==> src/rtl/tristate_pwm_decoder.sv <==
module tristate_pwm_decoder #(
  parameter int HOLD_CYCLES = 16,
  parameter int SYNC_STAGES = 2
) (
  input  logic clk,
  input  logic rst_n,
  input  logic above_upper,
  input  logic above_lower,
  output logic hs_req,
  output logic ls_req,
  output logic shutdown
);
  localparam int CW = $clog2(HOLD_CYCLES + 1);
  localparam logic [CW-1:0] CNT_LAST = CW'(HOLD_CYCLES - 1);

  logic [SYNC_STAGES-1:0] up_sync, lo_sync;
  logic                   drive_q, shut_q;
  logic [CW-1:0]          cnt_q;

  always_ff @(posedge clk or negedge rst_n)
    if (!rst_n) begin
      up_sync <= '0;
      lo_sync <= '1;
    end else begin
      up_sync <= {up_sync[SYNC_STAGES-2:0], above_upper};
      lo_sync <= {lo_sync[SYNC_STAGES-2:0], above_lower};
    end

  wire up_s     = up_sync[SYNC_STAGES-1];
  wire lo_s     = lo_sync[SYNC_STAGES-1];
  wire lvl_high = up_s & lo_s;
  wire lvl_low  = ~up_s & ~lo_s;
  wire in_mid   = ~(lvl_high | lvl_low);

  always_ff @(posedge clk or negedge rst_n)
    if (!rst_n) begin
      drive_q <= 1'b0;
      shut_q  <= 1'b1;
      cnt_q   <= '0;
    end else if (!in_mid) begin
      drive_q <= lvl_high;
      shut_q  <= 1'b0;
      cnt_q   <= '0;
    end else if (!shut_q) begin
      if (cnt_q == CNT_LAST) shut_q <= 1'b1;
      else                   cnt_q  <= cnt_q + 1'b1;
    end

  assign hs_req   = ~shut_q & drive_q;
  assign ls_req   = ~shut_q & ~drive_q;
  assign shutdown = shut_q;

  assert_no_overlap_R6: assert property (@(posedge clk) disable iff (!rst_n)
    !(hs_req && ls_req) && !(shutdown && (hs_req || ls_req)));

  assert_high_obeyed_R1: assert property (@(posedge clk) disable iff (!rst_n)
    lvl_high |=> (hs_req && !shutdown));

  assert_low_obeyed_R7: assert property (@(posedge clk) disable iff (!rst_n)
    lvl_low |=> (ls_req && !shutdown));

  assert_shut_needs_full_count_R5: assert property (@(posedge clk) disable iff (!rst_n)
    $rose(shut_q) |-> ($past(in_mid) && $past(cnt_q) == CNT_LAST));

  assert_shut_holds_R9: assert property (@(posedge clk) disable iff (!rst_n)
    (shut_q && in_mid) |=> shut_q);

  assert_count_bounded_R8: assert property (@(posedge clk) disable iff (!rst_n)
    cnt_q <= CNT_LAST);
endmodule

==> config.mk <==
export PLATFORM = sky130hd
export DESIGN_NAME = tristate_pwm_decoder
export DESIGN_NICKNAME = d
export VERILOG_FILES = /design/src/rtl/tristate_pwm_decoder.sv
export SDC_FILE = /design/constraint.sdc
export NUM_CORES = 1
export LEC_CHECK = 0
export BUFFER_PORTS_ARGS = -buffer_cell sky130_fd_sc_hd__buf_2
export CAP_MARGIN = 10
export CORE_UTILIZATION = 25
export DETAILED_ROUTE_END_ITERATION = 8
export GPL_TIMING_DRIVEN = 0
export HOLD_SLACK_MARGIN = 0.15
export SETUP_SLACK_MARGIN = 0.15
export SLEW_MARGIN = 10
export SYNTH_ARGS = -nofsm -noshare
export SYNTH_HDL_FRONTEND = slang
export SYNTH_SLANG_ARGS = --single-unit
export TNS_END_PERCENT = 5
==> constraint.sdc <==
create_clock -name clk -period 3.95 [get_ports clk]
set_clock_uncertainty 0.2 [all_clocks]
set_input_delay 0.1975 -clock clk [delete_from_list [all_inputs] [get_ports clk]]
set_output_delay 0.1975 -clock clk [all_outputs]
set_load 0.005 [all_outputs]
==> results of run 1 <==
registers in the layout, summed over array words and instances (netlist names):
register,count
lo_sync,2
shutdown,1
drive_q,1
up_sync,2
cnt_q,5
critical path, cell delays in order (launching register included):
cell     delay (ns)
dfrtp_1        0.41
ha_1           0.21
and3_1         0.20
ha_1           0.24
nor2_4         0.16
nand4_1        0.13
mux2i_1        0.13
logic make-up (layout without fill, tap and decap cells):
| logic type | count (synthesis) | count (layout) |
|---|---|---|
| flip-flops | 11 | 11 |
| AO/OA/AOI/OAI | 3 | 3 |
| multiplexers | 2 | 2 |
| AND/OR/NAND/NOR | 13 | 13 |
| buffers and inverters | 1 | 16 |
| adder cells (fa/ha/maj) | 3 | 3 |
| XOR/XNOR | 2 | 2 |
cell usage in the layout (no fill, tap or decap), drive strengths merged:
cell         count
dlygate4sd3      5
and2b            2
nor2             2
nand2            3
buf              6
nand4            1
mux2             1
and2             2
dfrtp            8
o211a            1
and3             1
a21boi           1
xor2             2
nor3b            1
mux2i            1
or2b             1
ha               3
inv              1
o21ai            1
clkbuf           4
dfstp            3
per-stage QoR:
stage / setup WS (ns) / cell area (sq um) / hold WS [ns] / instances
5_1_grt: 2.03 / 608 / 0.176 / 75
3_3_place_gp: 2.17 / 532 / -0.125 / 66
4_1_cts: 2.14 / 608 / 0.170 / 75
3_5_place_dp: 2.16 / 532 / -0.122 / 66
6_report: 2.15 / 608 / 0.166 / 75
2_1_floorplan: 2.26 / 470 / -0.298 / 35
final timing paths:
path | end | slack (ns)
max | cnt_q[3] | 2.15
min | lo_sync[1] | 0.17
max reg2reg | cnt_q[3] | 2.15
min reg2reg | lo_sync[1] | 0.17
max in group asynchronous | drive_q | 2.53
min in group asynchronous | lo_sync[0] | 0.23
routing by layer:
| layer | vias to the layer above | part of all wire | track usage |
|---|---|---|---|
| met5 | - | 0 | 0 |
| met4 | 0 | 0.026 | 0.0727 |
| met3 | 2 | 0.040 | 0.0119 |
| met2 | 8 | 0.49 | 0.114 |
| met1 | 149 | 0.44 | 0.101 |
| li1 | 148 | - | - |
final cells by class:
type	count	area [sq um]
fill	186	1140
sequential	11	279
timing repair buffer	11	80.1
clock buffer	4	26.3
multi-input combinational	23	188
inverter	1	3.75
tap	25	31.3
report_power, final:
group	switching [mW]	internal [mW]	total [mW]
sequential	0.00577	0.122	0.128
combinational	0.0114	0.0161	0.0275
clock	0.0366	0.0391	0.0757
repair_timing:
item / CTS / global route
endpoints found under the setup margin: 0 / 0
hold buffers: 5 / 0
endpoints found under the hold margin: 14 / 0
==> impl_summary.txt, run 1 <==
----------------------------------------------------
[Worst setup path]
  Crit path kind ... flip-flop to flip-flop
  Required time of the worst setup path ... 3.91 ns
  Number of cells on the worst reg-to-reg path ... 6
  Highest fanout seen on the critical path ... 6
  Origin of the critical flop-to-flop path ... cnt_q[0]
  Endpoint type of the worst setup path ... flip-flop
  CP arrival ... 1.76 ns
  Launch point of the worst path ... cnt_q[0]
  Sort of element at the start of the critical path ... flip-flop

[Final layout]
  Fraction of layout instances using a drive strength above 1 ... 0.340
  Area Growth Syn to Fin ... 29.3%
  Number of nets in the layout ... 58
  Number of diodes added for antenna fixing ... 0
  Post-layout util ... 0.348

[GRT]
  Wire length of the first global-routing pass ... 1.11 mm
  Maximum number of pins on one net before global-route repair ... 9
  Global-route usage over all layers ... 0.0792
  Global route overflow ... 0
  Antenna violations before repair ... 0
  Vias in the first global route ... 267

[Timing]
  Final period util ... 0.457
  Final setup violation count ... 0
  Unrepaired setup endpoints after global routing ... false
  Slew HR ... 0.756
  Slew at the pin closest to its max-slew limit ... 0.365 ns
  Number of pins with negative max-slew slack in the final report ... 0
  Hold violation total from the final report ... 0
  Aggregate negative setup slack ... 0 ns
  Post-layout minimum cycle time ... 1.80 ns
  F_max ... 555 MHz

[Logic synthesis]
  Flip-flop and latch count after synthesis ... 11
  Main area contributors after synthesis ... dfrtp_1, dfstp_2, ha_1
  Synthesized-area fraction occupied by adder cells ... 0.0798
  Syn Nets ... 42
  Number of synthesized flops with an enable pin ... 0
  Combined area of all synthesized cells ... 470 sq um
  Cell type with the largest total area after synthesis ... dfrtp_1
  Combinational family with the most area after synthesis ... simple AND/OR/NAND/NOR gates
  Number of warning messages in the yosys log ... 0
  Synthesized instance count ... 35
  Synth Area in XOR/XNOR ... 0.0372
  Synth Flop Type ... dfrtp_1
  Most instantiated library cell after synthesis ... dfrtp_1
  Number of distinct library cell variants in the gate-level netlist after synthesis ... 19
  Multiplexer fraction of the synthesized cell area ... 0.0452
  Syn avg cell area ... 13.4 sq um
  Proportion of register bits with asynchronous set or reset after synthesis ... 1.00
  Simple-gate portion of the synthesized area ... 0.189
  Post-synth top area share ... 0.426
  Sequential element share of the synthesized area ... 0.593
  Synth top cells by count ... dfrtp_1, dfstp_2, ha_1, nand2_1
  Area fraction in compound gates after synthesis ... 0.0479

[Min path]
  Number of cells on the worst hold path ... 0
  HP Start ... lo_sync[0]
  Hold WC Path Type ... flip-flop to flip-flop

[Power]
  Sum of internal, switching and leakage power ... 0.231 mW
  Total power per unit cell area ... 379 nW/um^2
  Static leakage power ... 0.312 nW
  Worst-case vdd ir drop ... 0.162 mV

[Routing]
  Post-DR wirelength/cell ... 9.57 um
  Via-per-instance ratio ... 4.09
  Post-detailed-route DRC marker count ... 0
  1st-pass router iterations ... 2
  Post-detailed-route count of antenna-violating nets ... 0
  Detailed Route Iter0 Violations ... 2
  Number of vias after detailed routing ... 307
  Final Routed Wirelength ... 718 um

[Die]
  Chip Height ... 45.4 um
  Cell row count ... 15
  Top-level I/O count ... 7
  Overall die width ... 45.4 um
  Area of the core ... 1750 sq um
  Initial standard-cell utilization of the core ... 0.270
  Area of the die ... 2060 sq um

[Clocking]
  Count of instances resized after the clock tree is built ... 0
  Number of buffers added for setup after CTS ... 0
  Clock tree from TritonCTS ... yes
  Root buffer cell ... clkbuf_4
  Clock-pin slew on the worst setup and hold paths ... 0.07 ns
  Num Clock Sinks ... 11
  Clock buffer depth ... 2
  Clock network latency to the later pin of the worst-skew pair ... 0.27 ns
  Total CTS buffers ... 3
  Clock H-tree levels ... 1

[Flow run]
  Maximum Capacitance Violations ... 0

[Place]
  Routability congestion estimate from global placement ... 0.691
  Port-buffer cells ... 6
  Post-DP HPWL ... 499 um

[Status]
  Result of the run ... completed

----------------------------------------------------
Note: power is estimated with default switching activity, not from simulation.
==> run 2, diff against run 1 <==
- clock period: 3.95 -> 1.5 ns (I/O delays scaled with it)
==> run 2 against run 1 <==
Against the previous run: the flow now finishes with violations (setup timing); sequential power rose to 2.6 times the previous value; die area is the same; critical endpoint is now shutdown; worst setup slack got worse by 2.3 ns; power rose to 2.8 times the previous value; clock power rose to 2.6 times the previous value.
==> impl_summary.txt, run 2 (synthesis gave the netlist of run 1 again) <==
----------------------------------------------------
[Final layout]
  Post-layout util ... 0.392 (was 0.348)
  Number of nets in the layout ... 62 (was 58)
  Fraction of layout instances using a drive strength above 1 ... 0.481 (was 0.340)
  Largest Register ... cnt_q (unchanged)
  Max FFs per register ... 5 (unchanged)
  Number of diodes added for antenna fixing ... 0 (unchanged)
  Most frequent cells in the layout ... dfrtp_1, buf_2, buf_4, dlygate4sd3_1 (was dfrtp_1, buf_2, dlygate4sd3_1)
  Registers with the most flip-flops ... cnt_q x5, lo_sync x2, up_sync x2 (unchanged)
  Most common cell after layout, fill and taps aside ... dfrtp_1 (unchanged)
  Area Growth Syn to Fin ... 45.5% (was 29.3%)

[Routing]
  Post-detailed-route DRC marker count ... 0 (unchanged)
  1st-pass router iterations ... 2 (unchanged)
  Number of vias after detailed routing ... 321 (was 307)
  Via-per-instance ratio ... 4.06 (was 4.09)
  Post-detailed-route count of antenna-violating nets ... 0 (unchanged)
  Final Routed Wirelength ... 777 um (was 718 um)
  Detailed Route Iter0 Violations ... 5 (was 2)
  Post-DR wirelength/cell ... 9.84 um (was 9.57 um)

[GRT]
  Maximum number of pins on one net before global-route repair ... 12 (was 9)
  Global-route usage over all layers ... 0.0898 (was 0.0792)
  Antenna violations before repair ... 0 (unchanged)
  Wire length of the first global-routing pass ... 1.28 mm (was 1.11 mm)
  Global route overflow ... 0 (unchanged)
  Vias in the first global route ... 290 (was 267)

[Place]
  Routability congestion estimate from global placement ... 0.724 (was 0.691)
  Port-buffer cells ... 6 (unchanged)
  Setup WS pre-CTS ... -0.176 ns (was 2.16 ns)
  Post-DP HPWL ... 489 um (was 499 um)

[Worst setup path]
  Crit path kind ... flip-flop to flip-flop (unchanged)
  Sort of element at the start of the critical path ... flip-flop (unchanged)
  Required time of the worst setup path ... 1.50 ns (was 3.91 ns)
  CP arrival ... 1.68 ns (was 1.76 ns)
  Endpoint type of the worst setup path ... flip-flop (unchanged)
  Highest fanout seen on the critical path ... 4 (was 6)

[Die]
  Cell row count ... 15 (unchanged)
  Top-level I/O count ... 7 (unchanged)
  Overall die width ... 45.4 um (unchanged)
  Area of the core ... 1750 sq um (unchanged)
  Initial standard-cell utilization of the core ... 0.270 (unchanged)
  Area of the die ... 2060 sq um (unchanged)
  Chip Height ... 45.4 um (unchanged)

[Timing]
  Number of pins with negative max-slew slack in the final report ... 0 (unchanged)
  Final Hold Slack ... 0.149 ns (was 0.166 ns)
  Final period util ... 1.12 (was 0.457)
  Final setup violation count ... 7 (was 0)
  Hold violation total from the final report ... 0 (unchanged)
  Slew HR ... 0.834 (was 0.756)
  Aggregate negative setup slack ... -0.975 ns (was 0 ns)
  Fin worst setup slack ... -0.186 ns (was 2.15 ns)
  F_max ... 593 MHz (was 555 MHz)
  Unrepaired setup endpoints after global routing ... true (was false)
  Slew at the pin closest to its max-slew limit ... 0.249 ns (was 0.365 ns)
  Post-layout minimum cycle time ... 1.69 ns (was 1.80 ns)

[Status]
  Violated checks ... setup timing
  Result of the run ... finished with violations (was completed)

[Clocking]
  Total CTS buffers ... 3 (unchanged)
  Clock buffer depth ... 2 (unchanged)
  Root buffer cell ... clkbuf_4 (unchanged)
  Clock tree from TritonCTS ... yes (unchanged)
  Clock network latency to the later pin of the worst-skew pair ... 0.27 ns (about the same)
  Num Clock Sinks ... 11 (unchanged)
  Clock-pin slew on the worst setup and hold paths ... 0.07 ns (about the same)
  Clock H-tree levels ... 1 (unchanged)

[Power]
  Static leakage power ... 0.331 nW (was 0.312 nW)
  Sum of internal, switching and leakage power ... 0.644 mW (was 0.231 mW)
  Total power per unit cell area ... 940 nW/um^2 (was 379 nW/um^2)
  Worst-case vdd ir drop ... 0.606 mV (was 0.162 mV)

[Flow run]
  Maximum Capacitance Violations ... 0 (unchanged)

[Min path]
  Hold WC Path Type ... flip-flop to flip-flop (unchanged)

----------------------------------------------------
run 2: layout make-up:
type / count / area [sq um]
tap: 25 / 31.3
clock buffer: 4 / 26.3
sequential: 11 / 279
fill: 165 / 1060
timing repair buffer: 15 / 114
inverter: 1 / 3.75
multi-input combinational: 23 / 230
run 2: final timing paths:
| path | startpoint | endpoint | cells after the start | slack, ns |
|---|---|---|---|---|
| setup / recovery | cnt_q[1] | shutdown | 6 | -0.19 |
| hold / removal | up_sync[0] | up_sync[1] | 0 | 0.15 |
| setup reg to reg | cnt_q[1] | shutdown | 6 | -0.19 |
| hold reg to reg | up_sync[0] | up_sync[1] | 0 | 0.15 |
| max in group asynchronous | rst_n | lo_sync[0] | 3 | 0.31 |
| min in group asynchronous | rst_n | cnt_q[4] | 3 | 0.53 |
run 2: metrics by stage:
stage | instance area [sq um] | instances
2_1_floorplan | 490 | 35
3_3_place_gp | 552 | 66
3_5_place_dp | 552 | 66
4_1_cts | 649 | 76
5_1_grt | 684 | 79
6_report | 684 | 79
run 2: power breakdown:
part           leakage [nW]  internal, mW  switching, mW
Clock                0.0150         0.103         0.0951
Combinational         0.181        0.0701         0.0397
Sequential            0.135         0.321         0.0148
run 2: routing by layer:
metal	routed length (um)	vias up	track usage
met5	0	-	0
met4	18	0	0.0909
met3	22	2	0.0119
met2	375	8	0.129
met1	362	155	0.112
li1	-	156	-
run 2: timing repair:
action / in CTS / in global routing
pin swaps: 3 / 3
endpoints found under the hold margin: 13 / 0
resized for setup: 4 / 2
endpoints found under the setup margin: 8 / 9
hold buffers: 4 / 0
setup buffers: 2 / 3
run 2: critical path, cell delays in order, from the launching register on:
cell     delay, ns
dfrtp_1       0.39
ha_2          0.19
and3_4        0.18
ha_4          0.18
nor2_4        0.14
buf_4         0.13
and2b_2       0.20
==> run 3, diff against run 2 <==
- CORE_MARGIN: not set -> 2
==> run 3 against run 2 <==
Against the previous run: the run still ends with setup timing left; utilization down 1.6 points; maximum frequency up 2.3%; sequential share of layout area up 1.7 points; flip-flop and latch count unchanged; routed wire length up 4.1%; clock-buffer cell count unchanged.
==> impl_summary.txt, run 3 (synthesis gave the netlist of run 1 again) <==
----------------------------------------------------
[Status]
  Result of the run ... finished with violations (unchanged)
  Violated checks ... setup timing (unchanged)

[Timing]
  Post-layout minimum cycle time ... 1.65 ns (was 1.69 ns)
  Final period util ... 1.10 (was 1.12)
  F_max ... 607 MHz (was 593 MHz)
  Unrepaired setup endpoints after global routing ... true (unchanged)
  Fin worst setup slack ... -0.148 ns (was -0.186 ns)
  Number of pins with negative max-slew slack in the final report ... 0 (unchanged)
  Aggregate negative setup slack ... -0.570 ns (was -0.975 ns)
  Final Hold Slack ... 0.149 ns (about the same)
  Slew at the pin closest to its max-slew limit ... 0.240 ns (was 0.249 ns)
  Slew HR ... 0.840 (was 0.834)
  Final setup violation count ... 6 (was 7)
  Hold violation total from the final report ... 0 (unchanged)

[Final layout]
  Largest Register ... cnt_q (unchanged)
  Registers with the most flip-flops ... cnt_q x5, lo_sync x2, up_sync x2 (unchanged)
  Number of diodes added for antenna fixing ... 0 (unchanged)
  Max FFs per register ... 5 (unchanged)
  Fraction of layout instances using a drive strength above 1 ... 0.462 (was 0.481)
  Multi-input gate area in the final layout ... 224 sq um (was 230 sq um)
  Most common cell after layout, fill and taps aside ... dfrtp_1 (unchanged)
  Register area ... 279 sq um (unchanged)
  Area Growth Syn to Fin ... 39.6% (was 45.5%)
  Number of nets in the layout ... 60 (was 62)
  Number of filler cells placed in the layout ... 173 (was 165)
  Most frequent cells in the layout ... dfrtp_1, buf_2, dlygate4sd3_1 (was dfrtp_1, buf_2, buf_4, dlygate4sd3_1)

[Routing]
  Post-detailed-route count of antenna-violating nets ... 0 (unchanged)
  Post-detailed-route DRC marker count ... 0 (unchanged)
  Number of vias after detailed routing ... 304 (was 321)
  Uppermost layer routed ... met3 (was met4)
  Met2 routed wirelength ... 396 um (was 375 um)
  Final Routed Wirelength ... 809 um (was 777 um)
  Sum of routed wire segments on met1 ... 379 um (was 362 um)
  1st-pass router iterations ... 3 (was 2)
  Detail Route met3 WL ... 33 um (was 22 um)
  Post-DR wirelength/cell ... 10.5 um (was 9.84 um)
  Via-per-instance ratio ... 3.95 (was 4.06)
  Detailed Route Iter0 Violations ... 3 (was 5)

[GRT]
  Global route overflow ... 0 (unchanged)
  Maximum number of pins on one net before global-route repair ... 12 (unchanged)
  Wire length of the first global-routing pass ... 1.38 mm (was 1.28 mm)
  Vias in the first global route ... 325 (was 290)
  Antenna violations before repair ... 0 (unchanged)
  Global-route usage over all layers ... 0.0928 (was 0.0898)

[Place]
  Post-DP HPWL ... 518 um (was 489 um)
  Routability congestion estimate from global placement ... 0.700 (was 0.724)
  Port-buffer cells ... 6 (unchanged)

[Worst setup path]
  Buffers and inverters on the worst path ... 0 (was 1)
  Origin of the critical flop-to-flop path ... cnt_q[1] (unchanged)
  Endpoint type of the worst setup path ... flip-flop (unchanged)
  Critical Path Stages ... 6 (unchanged)
  Critical-path cell with the highest stage delay ... dfrtp_1 (unchanged)
  Sort of element at the start of the critical path ... flip-flop (unchanged)
  Number of cells on the worst reg-to-reg path ... 6 (unchanged)
  Highest fanout seen on the critical path ... 6 (was 4)
  Critical-path cell list ... ha_2 -> and3_4 -> ha_4 -> nor2_4 -> nand4_1 -> mux2i_1 (was ha_2 -> and3_4 -> ha_4 -> nor2_4 -> buf_4 -> and2b_2)
  Top Family by Delay on Critical Path ... simple AND/OR/NAND/NOR gates (unchanged)
  Peak per-stage delay on the critical path ... 0.39 ns (about the same)
  CP arrival ... 1.60 ns (was 1.68 ns)
  Crit path kind ... flip-flop to flip-flop (unchanged)
  Launch point of the worst path ... cnt_q[1] (unchanged)
  Required time of the worst setup path ... 1.45 ns (was 1.50 ns)

[Die]
  Chip Height ... 47.4 um (was 45.4 um)
  Cell row count ... 15 (unchanged)
  Overall die width ... 47.4 um (was 45.4 um)
  Area of the core ... 1750 sq um (unchanged)
  Initial standard-cell utilization of the core ... 0.270 (unchanged)
  Top-level I/O count ... 7 (unchanged)
  Area of the die ... 2240 sq um (was 2060 sq um)

[Clocking]
  Total CTS buffers ... 3 (unchanged)
  Clock network latency to the later pin of the worst-skew pair ... 0.26 ns (was 0.27 ns)
  Root buffer cell ... clkbuf_4 (unchanged)
  Num Clock Sinks ... 11 (unchanged)
  Clock H-tree levels ... 1 (unchanged)
  Clock tree from TritonCTS ... yes (unchanged)
  Clock buffer depth ... 2 (unchanged)
  Clock-pin slew on the worst setup and hold paths ... 0.07 ns (about the same)

[Min path]
  Number of cells on the worst hold path ... 0 (unchanged)
  HP Start ... up_sync[0] (unchanged)
  Hold WC Path Type ... flip-flop to flip-flop (unchanged)

[Power]
  Net switching power ... 0.150 mW (about the same)
  Worst-case vdd ir drop ... 0.511 mV (was 0.606 mV)
  Internal power of the cells ... 0.487 mW (was 0.494 mW)
  Switching portion of total power ... 0.236 (was 0.232)
  Static leakage power ... 0.324 nW (was 0.331 nW)
  Sequential group share of total power ... 0.528 (was 0.522)
  Clock network power share ... 0.311 (was 0.308)
  Total power per unit cell area ... 970 nW/um^2 (was 940 nW/um^2)
  Gate power share ... 0.161 (was 0.171)

[Flow run]
  Maximum Capacitance Violations ... 0 (unchanged)

----------------------------------------------------
## run 3: path summary, 6_finish.rpt
kind	end	slack (ns)
max reg2reg	cnt_q[3]	-0.15
max in group asynchronous	lo_sync[0]	0.28
max	cnt_q[3]	-0.15
min reg2reg	up_sync[1]	0.15
min	up_sync[1]	0.15
min in group asynchronous	cnt_q[4]	0.56
## run 3: power groups by stage
stage	clock network (mW)	logic [mW]	registers [mW]
global route	0.220	0.115	0.339
global placement	0	0.0634	0.341
CTS	0.204	0.0974	0.336
finish	0.198	0.103	0.336
floorplan	0	0.0424	0.338
detailed placement	0	0.0655	0.343
## run 3: repair_timing
item	4_1_cts	5_1_grt
hold buffers	4	0
gates resized for setup	4	0
hold endpoints to repair	13	0
pin swaps	6	7
buffers inserted	2	1
setup endpoints to repair	8	9
## run 3: per-stage QoR
step           instances  worst slack [ns]  total power [mW]  utilization  area [sq um]
4_1_cts               76            -0.196             0.637        0.372           649
2_1_floorplan         35           -0.0925             0.380            -           490
3_3_place_gp          66            -0.176             0.404        0.316           552
6_report              77            -0.148             0.637        0.376           657
5_1_grt               77            -0.234             0.673        0.376           657
3_5_place_dp          66            -0.191             0.408        0.316           552
## run 3: area by class of cell
cell class / instances / area share
Tap cell: 25 / 0.0476
Multi-Input combinational cell: 23 / 0.341
Sequential cell: 11 / 0.425
Clock buffer: 4 / 0.0400
Inverter: 1 / 0.00571
Timing Repair Buffer: 13 / 0.141
## run 3: worst register-to-register path, stage by stage, from the launching register on
cell and delay, ns:
dfrtp_1 0.39, ha_2 0.19, and3_4 0.18, ha_4 0.17, nor2_4 0.15, nand4_1 0.12, mux2i_1 0.14
## run 3: per-layer routing
layer / vias up / track usage
li1: 153 / -
met1: 145 / 0.119
met2: 6 / 0.143
met3: 0 / 0.0346
met4: 0 / 0.0333
met5: - / 0
